`src/rtl/pwr_mon_pkg.sv`:
```
package pwr_mon_pkg;

   localparam int unsigned PD_W   = 2;
   localparam int unsigned MODE_W = 3;

   typedef enum logic [PD_W-1:0] {
      PS_ACTIVE  = 2'b00,
      PS_STANDBY = 2'b01,
      PS_LOW     = 2'b10,
      PS_DEEP    = 2'b11
   } pstate_e;

   typedef enum logic [MODE_W-1:0] {
      LM_NORMAL   = 3'd0,
      LM_LOOPBACK = 3'd1,
      LM_IDLE     = 3'd2,
      LM_RXDETECT = 3'd3,
      LM_BEACON   = 3'd4,
      LM_ILLEGAL  = 3'd7
   } lmode_e;

   typedef struct packed {
      logic [PD_W-1:0] pd;
      logic            det;
      logic            fei;
   } ctl_word_t;

endpackage

```
`src/rtl/pwr_ctl_capture.sv`:
```
module pwr_ctl_capture
   import pwr_mon_pkg::*;
#(
   parameter int unsigned PDW = 2
) (
   input  logic           clk,
   input  logic           rst_n,
   input  logic [PDW-1:0] pd_in,
   input  logic           det_in,
   input  logic           fei_in,
   output ctl_word_t      ctl_q
);

   generate
      if (PDW != PD_W) begin : g_bad_width
         $error("pwr_ctl_capture: PDW must equal %0d", PD_W);
      end
   endgenerate

   // Reset value is a legal P0 normal-mode word
   always_ff @(posedge clk or negedge rst_n) begin
      if (!rst_n) begin
         ctl_q <= '{pd: PS_ACTIVE, det: 1'b0, fei: 1'b0};
      end else begin
         ctl_q.pd  <= pd_in;
         ctl_q.det <= det_in;
         ctl_q.fei <= fei_in;
      end
   end

endmodule

```
`src/rtl/pwr_mode_decode.sv`:
```
module pwr_mode_decode
   import pwr_mon_pkg::*;
#(
   parameter int unsigned MW = 3
) (
   input  ctl_word_t    ctl,
   output logic [MW-1:0] mode_o,
   output logic          bad_o
);

   generate
      if (MW != MODE_W) begin : g_bad_mw
         $error("pwr_mode_decode: MW must equal %0d", MODE_W);
      end
   endgenerate

   lmode_e lm;
   logic   bad;

   always_comb begin
      lm  = LM_NORMAL;
      bad = 1'b0;
      case (pstate_e'(ctl.pd))
         PS_ACTIVE: begin
            // idle forcing forbidden; detect line picks loopback
            bad = ctl.fei;
            lm  = ctl.det ? LM_LOOPBACK : LM_NORMAL;
         end
         PS_STANDBY: begin
            // idle forcing mandatory; detect line ignored
            bad = ~ctl.fei;
            lm  = LM_IDLE;
         end
         PS_LOW: begin
            // idle forcing mandatory; detect line requests rx detection
            bad = ~ctl.fei;
            lm  = ctl.det ? LM_RXDETECT : LM_IDLE;
         end
         PS_DEEP: begin
            // releasing idle means beacon; always legal
            bad = 1'b0;
            lm  = ctl.fei ? LM_IDLE : LM_BEACON;
         end
         default: begin
            bad = 1'b1;
            lm  = LM_ILLEGAL;
         end
      endcase
      if (bad) lm = LM_ILLEGAL;
   end

   assign mode_o = MW'(lm);
   assign bad_o  = bad;

endmodule

```
`src/rtl/pwr_err_latch.sv`:
```
module pwr_err_latch (
   input  logic clk,
   input  logic rst_n,
   input  logic bad_i,
   output logic sticky_o
);

   always_ff @(posedge clk or negedge rst_n) begin
      if (!rst_n)     sticky_o <= 1'b0;
      else if (bad_i) sticky_o <= 1'b1;
   end

endmodule

```
`src/rtl/pwr_state_monitor.sv`:
```
module pwr_state_monitor
   import pwr_mon_pkg::*;
#(
   parameter int unsigned PD_WIDTH   = 2,
   parameter int unsigned MODE_WIDTH = 3
) (
   input  logic                  clk,
   input  logic                  rst_n,
   input  logic [PD_WIDTH-1:0]   pd_state,
   input  logic                  det_lpbk,
   input  logic                  force_idle,
   output logic [MODE_WIDTH-1:0] mode,
   output logic                  illegal_pulse,
   output logic                  sticky_err
);

   generate
      if (PD_WIDTH != PD_W) begin : g_chk_pd
         $error("pwr_state_monitor: PD_WIDTH must be %0d", PD_W);
      end
      if (MODE_WIDTH != MODE_W) begin : g_chk_mode
         $error("pwr_state_monitor: MODE_WIDTH must be %0d", MODE_W);
      end
   endgenerate

   ctl_word_t ctl_q;
   logic      bad;

   pwr_ctl_capture #(.PDW(PD_WIDTH)) u_capture (
      .clk    (clk),
      .rst_n  (rst_n),
      .pd_in  (pd_state),
      .det_in (det_lpbk),
      .fei_in (force_idle),
      .ctl_q  (ctl_q)
   );

   pwr_mode_decode #(.MW(MODE_WIDTH)) u_decode (
      .ctl    (ctl_q),
      .mode_o (mode),
      .bad_o  (bad)
   );

   pwr_err_latch u_err (
      .clk      (clk),
      .rst_n    (rst_n),
      .bad_i    (bad),
      .sticky_o (sticky_err)
   );

   assign illegal_pulse = bad;

endmodule

```
`config.mk`:
```
export PLATFORM = sky130hd
export DESIGN_NAME = pwr_state_monitor
export DESIGN_NICKNAME = d
export VERILOG_FILES = /design/src/rtl/pwr_mon_pkg.sv /design/src/rtl/pwr_ctl_capture.sv /design/src/rtl/pwr_mode_decode.sv /design/src/rtl/pwr_err_latch.sv /design/src/rtl/pwr_state_monitor.sv
export SDC_FILE = /design/constraint.sdc
export NUM_CORES = 1
export LEC_CHECK = 0
export ABC_AREA = 1
export CAP_MARGIN = 20
export CORE_AREA = 4 4 41 43
export DETAILED_ROUTE_END_ITERATION = 10
export DIE_AREA = 0 0 45 47
export PLACE_DENSITY = 0.42
export SYNTH_ARGS = -nofsm -noshare
export SYNTH_HDL_FRONTEND = slang
export SYNTH_SLANG_ARGS = --single-unit
```
`constraint.sdc`:
```
create_clock -name clk -period 1.3 [get_ports clk]
set_input_delay 0.13 -clock clk [delete_from_list [all_inputs] [get_ports clk]]
set_output_delay 0.13 -clock clk [all_outputs]
set_load 0.05 [all_outputs]
```
# Yosys cells after proc, flatten, opt, wreduce, memory -nomap -nowiden
# Cells that the tools add are included.
dict set report op_classes {
  n_reduce_logical 2
  bitwise 1
  n_mux 6
  eq_ne 3
}
# op count
set op_table {}
lappend op_table {{case mux 3 bit (4 select lines)} 1}
lappend op_table {{2-to-1 mux 3 bit} 2}
lappend op_table {{equality test 2 bit, second input constant} 2}
lappend op_table {{case mux 1 bit (3 select lines)} 1}
lappend op_table {{equality test 2 x 1 -> 1 bit, second input constant} 1}
lappend op_table {{logical NOT 2 bit} 1}
lappend op_table {{2-to-1 mux 1 bit} 2}
lappend op_table {{OR reduction 2 bit} 1}
lappend op_table {{inverter 1 bit} 1}
dict set report word_totals {
  input_bits 6
  reg_bits 5
  output_inout_bits 5
  word_cells 16
}

# Longest topological paths before layout
# Gate-level depths: netlist (run 1).
dict set report depth {
  word_depth 4
  mapped_depth 7
  ltp_nobuf 7
}

# Modules after synthesis
# Synthesis (run 1) repeated with hierarchy kept, for this count alone.
dict set report unflattened {
  hier_cells 32
  hier_area_um2 266.5
}
# mod seq_area_each_um2 area_per_inst_um2 instances cells_per_inst
set modules_own_cells {}
lappend modules_own_cells {pwr_mode_decode 0.0 130.1 1 24}
lappend modules_own_cells {pwr_ctl_capture 100.1 100.1 1 4}
lappend modules_own_cells {pwr_err_latch 25.0 36.3 1 4}

# Worst setup path before layout (run 1)
# Ideal clock, no wire load.
dict set report synth_timing {
  path_type {reg-to-output}
  startpoint {reg u_capture.ctl_q[3] (netlist name)}
  endpoint {out mode[1]}
  path_buffers 0
  t_arrival_ns 1.213
  slack_ns -0.043
  stages_incl_launch_ff 7
  t_required_ns 1.170
  path_cell_list {dfrtp_1 inv_1 ha_1 nand2_1 nand2_1 nand2_2 nand2_1}
}
dict set report synth_between {
  elab_chain_cells 4
  elab_cells_between_ends 8
}
# item line_no
set synth_rtl {}
lappend synth_rtl {{equality test 2 x 1 -> 1 bit / equality test 2 bit (equally long branches)} pwr_mode_decode.sv:23} ;# case (pstate_e'(ctl.pd))
lappend synth_rtl {{OR reduction 2 bit (no source line)} -}
lappend synth_rtl {{case mux 1 bit (3 select lines)} pwr_mode_decode.sv:23}
lappend synth_rtl {{2-to-1 mux 3 bit *} pwr_mode_decode.sv:49} ;# if (bad) lm = LM_ILLEGAL;
lappend synth_rtl {{end: declaration} pwr_state_monitor.sv:12} ;# output logic [MODE_WIDTH-1:0] mode,
# Every way passes the cells marked *; elsewhere a longest branch is shown, timed or not.

# Final worst setup path (run 1)
dict set report layout_timing {
  startpoint {reg u_capture.ctl_q[2] (netlist name)}
  endpoint {out mode[0]}
}
dict set report layout_between {
  elab_chain_cells 4
  elab_cells_between_ends 8
}
# item line_no
set layout_rtl {}
lappend layout_rtl {{equality test 2 x 1 -> 1 bit / equality test 2 bit (equally long branches)} pwr_mode_decode.sv:23}
lappend layout_rtl {{OR reduction 2 bit (no source line)} -}
lappend layout_rtl {{case mux 1 bit (3 select lines)} pwr_mode_decode.sv:23}
lappend layout_rtl {{2-to-1 mux 3 bit *} pwr_mode_decode.sv:49}
# Marked as above.

==> results of run 1 <==
through the flow:
stage                     setup WS (ps)  utilization  cells  cell area, µm²  setup TNS [ps]
final                              -208        0.415     66             541            -796
after global routing               -308        0.415     66             541           -1280
after CTS                          -228        0.407     66             529            -872
after floorplan                   -42.7            -     30             262            -124
after detailed placement          -25.5        0.354     59             460           -70.8
after global placement            -18.9        0.354     59             460           -53.0
worst paths after layout:
path,from,to,slack (ps),depth (start not counted)
min in group clk,pd_state[1],u_capture.ctl_q[3]$_DFF_PN0_,330,1
setup / recovery,u_capture.ctl_q[2]$_DFF_PN0_,mode[0],-210,8
setup reg to reg,u_capture.ctl_q[2]$_DFF_PN0_,u_err.sticky_o$_DFFE_PN0P_,30,9
hold reg to reg,u_err.sticky_o$_DFFE_PN0P_,u_err.sticky_o$_DFFE_PN0P_,520,2
hold / removal,rst_n,u_err.sticky_o$_DFFE_PN0P_,110,1
max in group asynchronous,rst_n,u_capture.ctl_q[3]$_DFF_PN0_,1010,1
timing repair:
item                       4_1_cts  5_1_grt
resized for setup                7        3
pin swaps                        4        2
setup endpoints to repair        4        5
hold buffers                     0        0
buffers inserted                 3        0
placed cells by master (no fill, tap or decap), drive strengths merged:
cell type	n
clkdlybuf4s50	5
nand2	12
dfrtp	5
inv	7
nand3b	1
buf	12
nand3	1
clkbuf	4
ha	4
cell type report:
class | count | area share
clock buffers | 4 | 0.0486
inverters | 7 | 0.0486
multi-input cells | 18 | 0.255
flip-flops and latches | 5 | 0.231
well taps | 15 | 0.0347
repair buffers | 17 | 0.382
registers in the layout, indices dropped and copies added (netlist names):
register	cells
u_capture.ctl_q	4
u_err.sticky_o	1
where the power goes:
part,internal (mW),switching (mW)
logic,0.0942,0.0923
registers,0.163,0.00364
clock network,0.116,0.0586
cells by family (layout without fill, tap and decap cells):
logic type	count (synthesis)	in the layout	synth area share
simple gates	14	14	0.230
flops	5	5	0.478
fa+ha+maj	4	4	0.191
buf+inv	7	28	0.100
critical path: cells and delay by family (launching register included):
family	cells	cell delay [ps]
and+or+nand+nor	4	290
DFF	1	380
buffers and inverters	3	300
adders and majority gates	1	160
routing by layer:
metal / track usage / vias up / share of wire
met4: 0.0877 / 0 / 0
met2: 0.0960 / 8 / 0.58
li1: - / 128 / -
met3: 0.0115 / 0 / 0.087
met1: 0.0393 / 106 / 0.33
met5: 0 / - / 0
==> flow_metrics.py, run 1 <==
metrics = {
    "timing": {
        "timing.max_slew.rel_slack": 0.856,
        "period_share": 1.16,
        "final.min_clock_period_ps": 1510,
        "hold_ws_ps": 108,
        "fmax_mhz": 663,
        "setup_violations": 4,
        "setup_ws_ps": -208,
        "finalMaxSlewViolations": 0,
        "tightest_slew_ps": 215,
        "rsz0062_at_grt": "true",
        "finalClockSkew_ps": 1.82,
        "finalHoldViolations": 0,
    },
    "detailed_routing": {
        "routed-via-count": 242,
        "wl_per_cell_um": 7.00,
        "wirelength_um": 462,
        "viasPerCell": 3.67,
        "drcViolationCount": 0,
        "dr.pass1.iters": 1,
        "drt_iter0_drc": 0,
        "antenna_left": 0,
    },
    "pwr": {
        "total_power_uw": 527,
        "ir_drop_uv": 477,
        "p_leak_nw": 0.278,
        "powerDensity_nw_per_um2": 975,
    },
    "critical_path": {
        "crit_fanout": 5,
        "path_cells": "inv_2, ha_1, inv_1, nand2_1, nand2_2, nand2_4, nand2_2, buf_12",
        "criticalPathCategory": "reg -> out",
        "max_stage_delay_ps": 380,
        "crit_slowest_cell": "dfrtp_1",
        "worstPathArrival_ps": 1380,
        "endpoint_kind": "output port",
        "crit_required_ps": 1170,
        "cp_common_cell": "nand2_2",
        "cp-start-kind": "register",
    },
    "logic_synthesis": {
        "synth_nets": 40,
        "netlist_area_um2": 262,
        "ys_dominant_reg_cell": "dfrtp_1",
        "ys_ff_latch": 5,
        "ys_types": 7,
        "async_flop_share": 1.00,
        "synth.area.top_cells": "dfrtp_1 48%, ha_1 19%, nand2_1 16%, inv_1 10%, nand3b_1 2.9%",
        "yosysWarnings": 0,
        "yosysSeqAreaShare": 0.478,
        "yosysTopAreaCellShare": 0.478,
        "synth_top_area_cell": "dfrtp_1",
        "synth_edf_count": 0,
        "syn-instance-count": 30,
        "yosysMostFrequentCell": "nand2_1",
        "postSynthAreaPerCell_um2": 8.72,
        "ys_top_cells_by_count": "11 x nand2_1, 7 x inv_1, 5 x dfrtp_1",
    },
    "clock_tree": {
        "cts_buffers": 3,
        "clkTransAtPathRegs_ps": 40,
        "clock-sinks": 5,
        "clk_latency_ps": 240,
        "clockBufferDepth": 2,
        "tritoncts": "built",
        "htreeDepth": 1,
        "cts_root_buffer": "clkbuf_4",
    },
    "place": {
        "hpwl_um": 391,
        "portBuffers": 10,
        "gp_congestion": 0.617,
    },
    "finish": {
        "multiInputGateArea_um2": 138,
        "syn_to_final_growth_pct": 107,
        "fillers": 143,
        "seqCellArea_um2": 125,
        "num_antenna_cells": 0,
        "final_nets": 62,
        "drive_gt1_frac": 0.471,
    },
    "grt": {
        "grt_pass1_wl_um": 745,
        "overflow": 0,
        "grt_pass1_vias": 219,
        "grtUsageTotal": 0.0548,
        "grt_max_degree": 6,
        "antenna_found_initial": 0,
    },
    "floorplanning": {
        "initial_core_util": 0.201,
        "dieArea_um2": 2120,
        "fp.dieH_um": 47,
        "rows": 13,
        "io_pins": 11,
        "fp.dieW_um": 45,
        "core_area_um2": 1300,
    },
    "run_status": {
        "status": "finished, violations left",
        "violations": "setup timing",
    },
    "min_path": {
        "min_path_type": "in -> async",
    },
    "flow_run": {
        "drv_cap": 0,
    },
}
Note: power is estimated with default switching activity, not from simulation.
==> run 2: changes to the inputs <==
--- a/config.mk
+++ b/config.mk
@@ -8,9 +8,11 @@
 export ABC_AREA = 1
 export CAP_MARGIN = 20
 export CORE_AREA = 4 4 41 43
+export CTS_BUF_LIST = sky130_fd_sc_hd__clkbuf_16
 export DETAILED_ROUTE_END_ITERATION = 10
 export DIE_AREA = 0 0 45 47
 export PLACE_DENSITY = 0.42
+export SETUP_SLACK_MARGIN = 0.2
 export SYNTH_ARGS = -nofsm -noshare
 export SYNTH_HDL_FRONTEND = slang
 export SYNTH_SLANG_ARGS = --single-unit
==> run 2 against run 1 <==
Against the previous run: the flow still finishes with violations (setup timing); power increased by 61%; wire length is 12% higher; critical path type unchanged; sequential power barely moved; global-route usage grew 0.23 points; largest power group is now clock; hold slack improved by 15 ps; final area is 10% higher.
==> flow_metrics.py, run 2 (synthesis results as in run 1) <==
metrics = {
    "finish": {
        "drive_gt1_frac": 0.520,
        "top_regs": "u_capture.ctl_q x4, u_err.sticky_o x1",
        "final_nets": 61,
        "finalNonFillerCells": 65,
        "num_antenna_cells": 0,
        "fin_area_um2": 596,
        "largest_reg_flops": 4,
        "mostFrequentLayoutCell": "buf_4",
        "post-route-util": 0.458,
        "syn_to_final_growth_pct": 128,
        "regMostFlops": "u_capture.ctl_q",
    },
    "run_status": {
        "status": "finished, violations left",
        "violations": "setup timing",
    },
    "detailed_routing": {
        "antenna_left": 0,
        "wl_per_cell_um": 7.97,
        "drt-met1-wl_um": 176,
        "top_layer": "met3",
        "routed-via-count": 247,
        "drt_iter0_drc": 0,
        "drcViolationCount": 0,
        "dr_wl_met3_um": 36,
        "dr.pass1.iters": 1,
        "dr_wl_met2_um": 305,
        "wirelength_um": 518,
        "viasPerCell": 3.80,
    },
    "critical_path": {
        "criticalPathCategory": "reg -> out",
        "crit_required_ps": 1170,
        "crit_fanout": 5,
        "cp-start-kind": "register",
        "endpoint_kind": "output port",
        "worstPathArrival_ps": 1410,
    },
    "floorplanning": {
        "fp.dieW_um": 45,
        "core_area_um2": 1300,
        "io_pins": 11,
        "rows": 13,
        "initial_core_util": 0.201,
        "dieArea_um2": 2120,
        "fp.dieH_um": 47,
    },
    "clock_tree": {
        "tritoncts": "built",
        "clockBufferDepth": 2,
        "cts_buffers": 3,
        "htreeDepth": 1,
        "clkTransAtPathRegs_ps": 30,
        "cts_root_buffer": "clkbuf_16",
        "clock-sinks": 5,
        "clk_latency_ps": 220,
    },
    "timing": {
        "tightest_slew_ps": 214,
        "setup_ws_ps": -236,
        "finalHoldViolations": 0,
        "hold_ws_ps": 123,
        "final.min_clock_period_ps": 1540,
        "fmax_mhz": 651,
        "finalClockSkew_ps": 1.20,
        "rsz0062_at_grt": "true",
        "setup_violations": 4,
        "period_share": 1.18,
        "finalMaxSlewViolations": 0,
        "timing.max_slew.rel_slack": 0.857,
    },
    "grt": {
        "overflow": 0,
        "grt_max_degree": 6,
        "grt_pass1_vias": 246,
        "antenna_found_initial": 0,
        "grtUsageTotal": 0.0571,
        "grt_pass1_wl_um": 855,
    },
    "place": {
        "placed_cells": 57,
        "portBuffers": 10,
        "hpwl_um": 423,
        "place_area_um2": 484,
        "gp_congestion": 0.608,
    },
    "pwr": {
        "powerDensity_nw_per_um2": 1420,
        "p_leak_nw": 0.297,
        "ir_drop_uv": 831,
        "total_power_uw": 848,
    },
    "min_path": {
        "min_path_type": "in -> async",
    },
    "flow_run": {
        "drv_cap": 0,
    },
}
[run 2: critical path: stages, from the launching register on]
cell	delay, ps
dfrtp_1	380
inv_2	110
ha_1	160
inv_2	50
nand2_2	60
nand2_2	60
nand2_4	110
clkinvlp_4	110
buf_12	150
[run 2: metal layers]
metal	GRT usage	vias up
met1	0.0553	112
met2	0.102	8
met4	0.0526	0
met5	0	-
li1	-	127
met3	0.0115	0
[run 2: cell type report]
| class | instances | area (µm²) |
|---|---|---|
| clock buffer | 3 | 75.1 |
| clock inverter | 1 | 3.75 |
| fill | 128 | 706 |
| inverter | 7 | 30.0 |
| multi-input combinational | 18 | 148 |
| sequential | 5 | 125 |
| tap | 15 | 18.8 |
| timing repair buffer | 16 | 195 |
[run 2: power by group]
part,switching (mW),internal (mW),total (mW)
Clock,0.0912,0.397,0.489
Combinational,0.0965,0.0954,0.192
Sequential,0.00412,0.163,0.167
[run 2: final timing paths]
kind / slack, ps / from / cells after the start / to
hold reg to reg: 520 / u_err.sticky_o$_DFFE_PN0P_ / 2 / u_err.sticky_o$_DFFE_PN0P_
max in group asynchronous: 990 / rst_n / 1 / u_capture.ctl_q[3]$_DFF_PN0_
setup / recovery: -240 / u_capture.ctl_q[2]$_DFF_PN0_ / 8 / illegal_pulse
setup reg to reg: 20 / u_capture.ctl_q[2]$_DFF_PN0_ / 9 / u_err.sticky_o$_DFFE_PN0P_
hold / removal: 120 / rst_n / 1 / u_err.sticky_o$_DFFE_PN0P_
min in group clk: 350 / det_lpbk / 1 / u_capture.ctl_q[1]$_DFF_PN0_
[run 2: through the flow]
step           setup TNS [ps]  worst slack [ps]
2_1_floorplan               0              37.7
3_3_place_gp                0              2.33
3_5_place_dp            -19.1             -19.1
4_1_cts                  -850              -244
5_1_grt                 -1220              -319
6_report                 -821              -236
[run 2: timing repair]
action	in CTS	in global routing
hold buffers	0	0
setup endpoints to repair	5	5
gates resized for setup	2	0
pin swaps	1	0
setup buffers	3	1
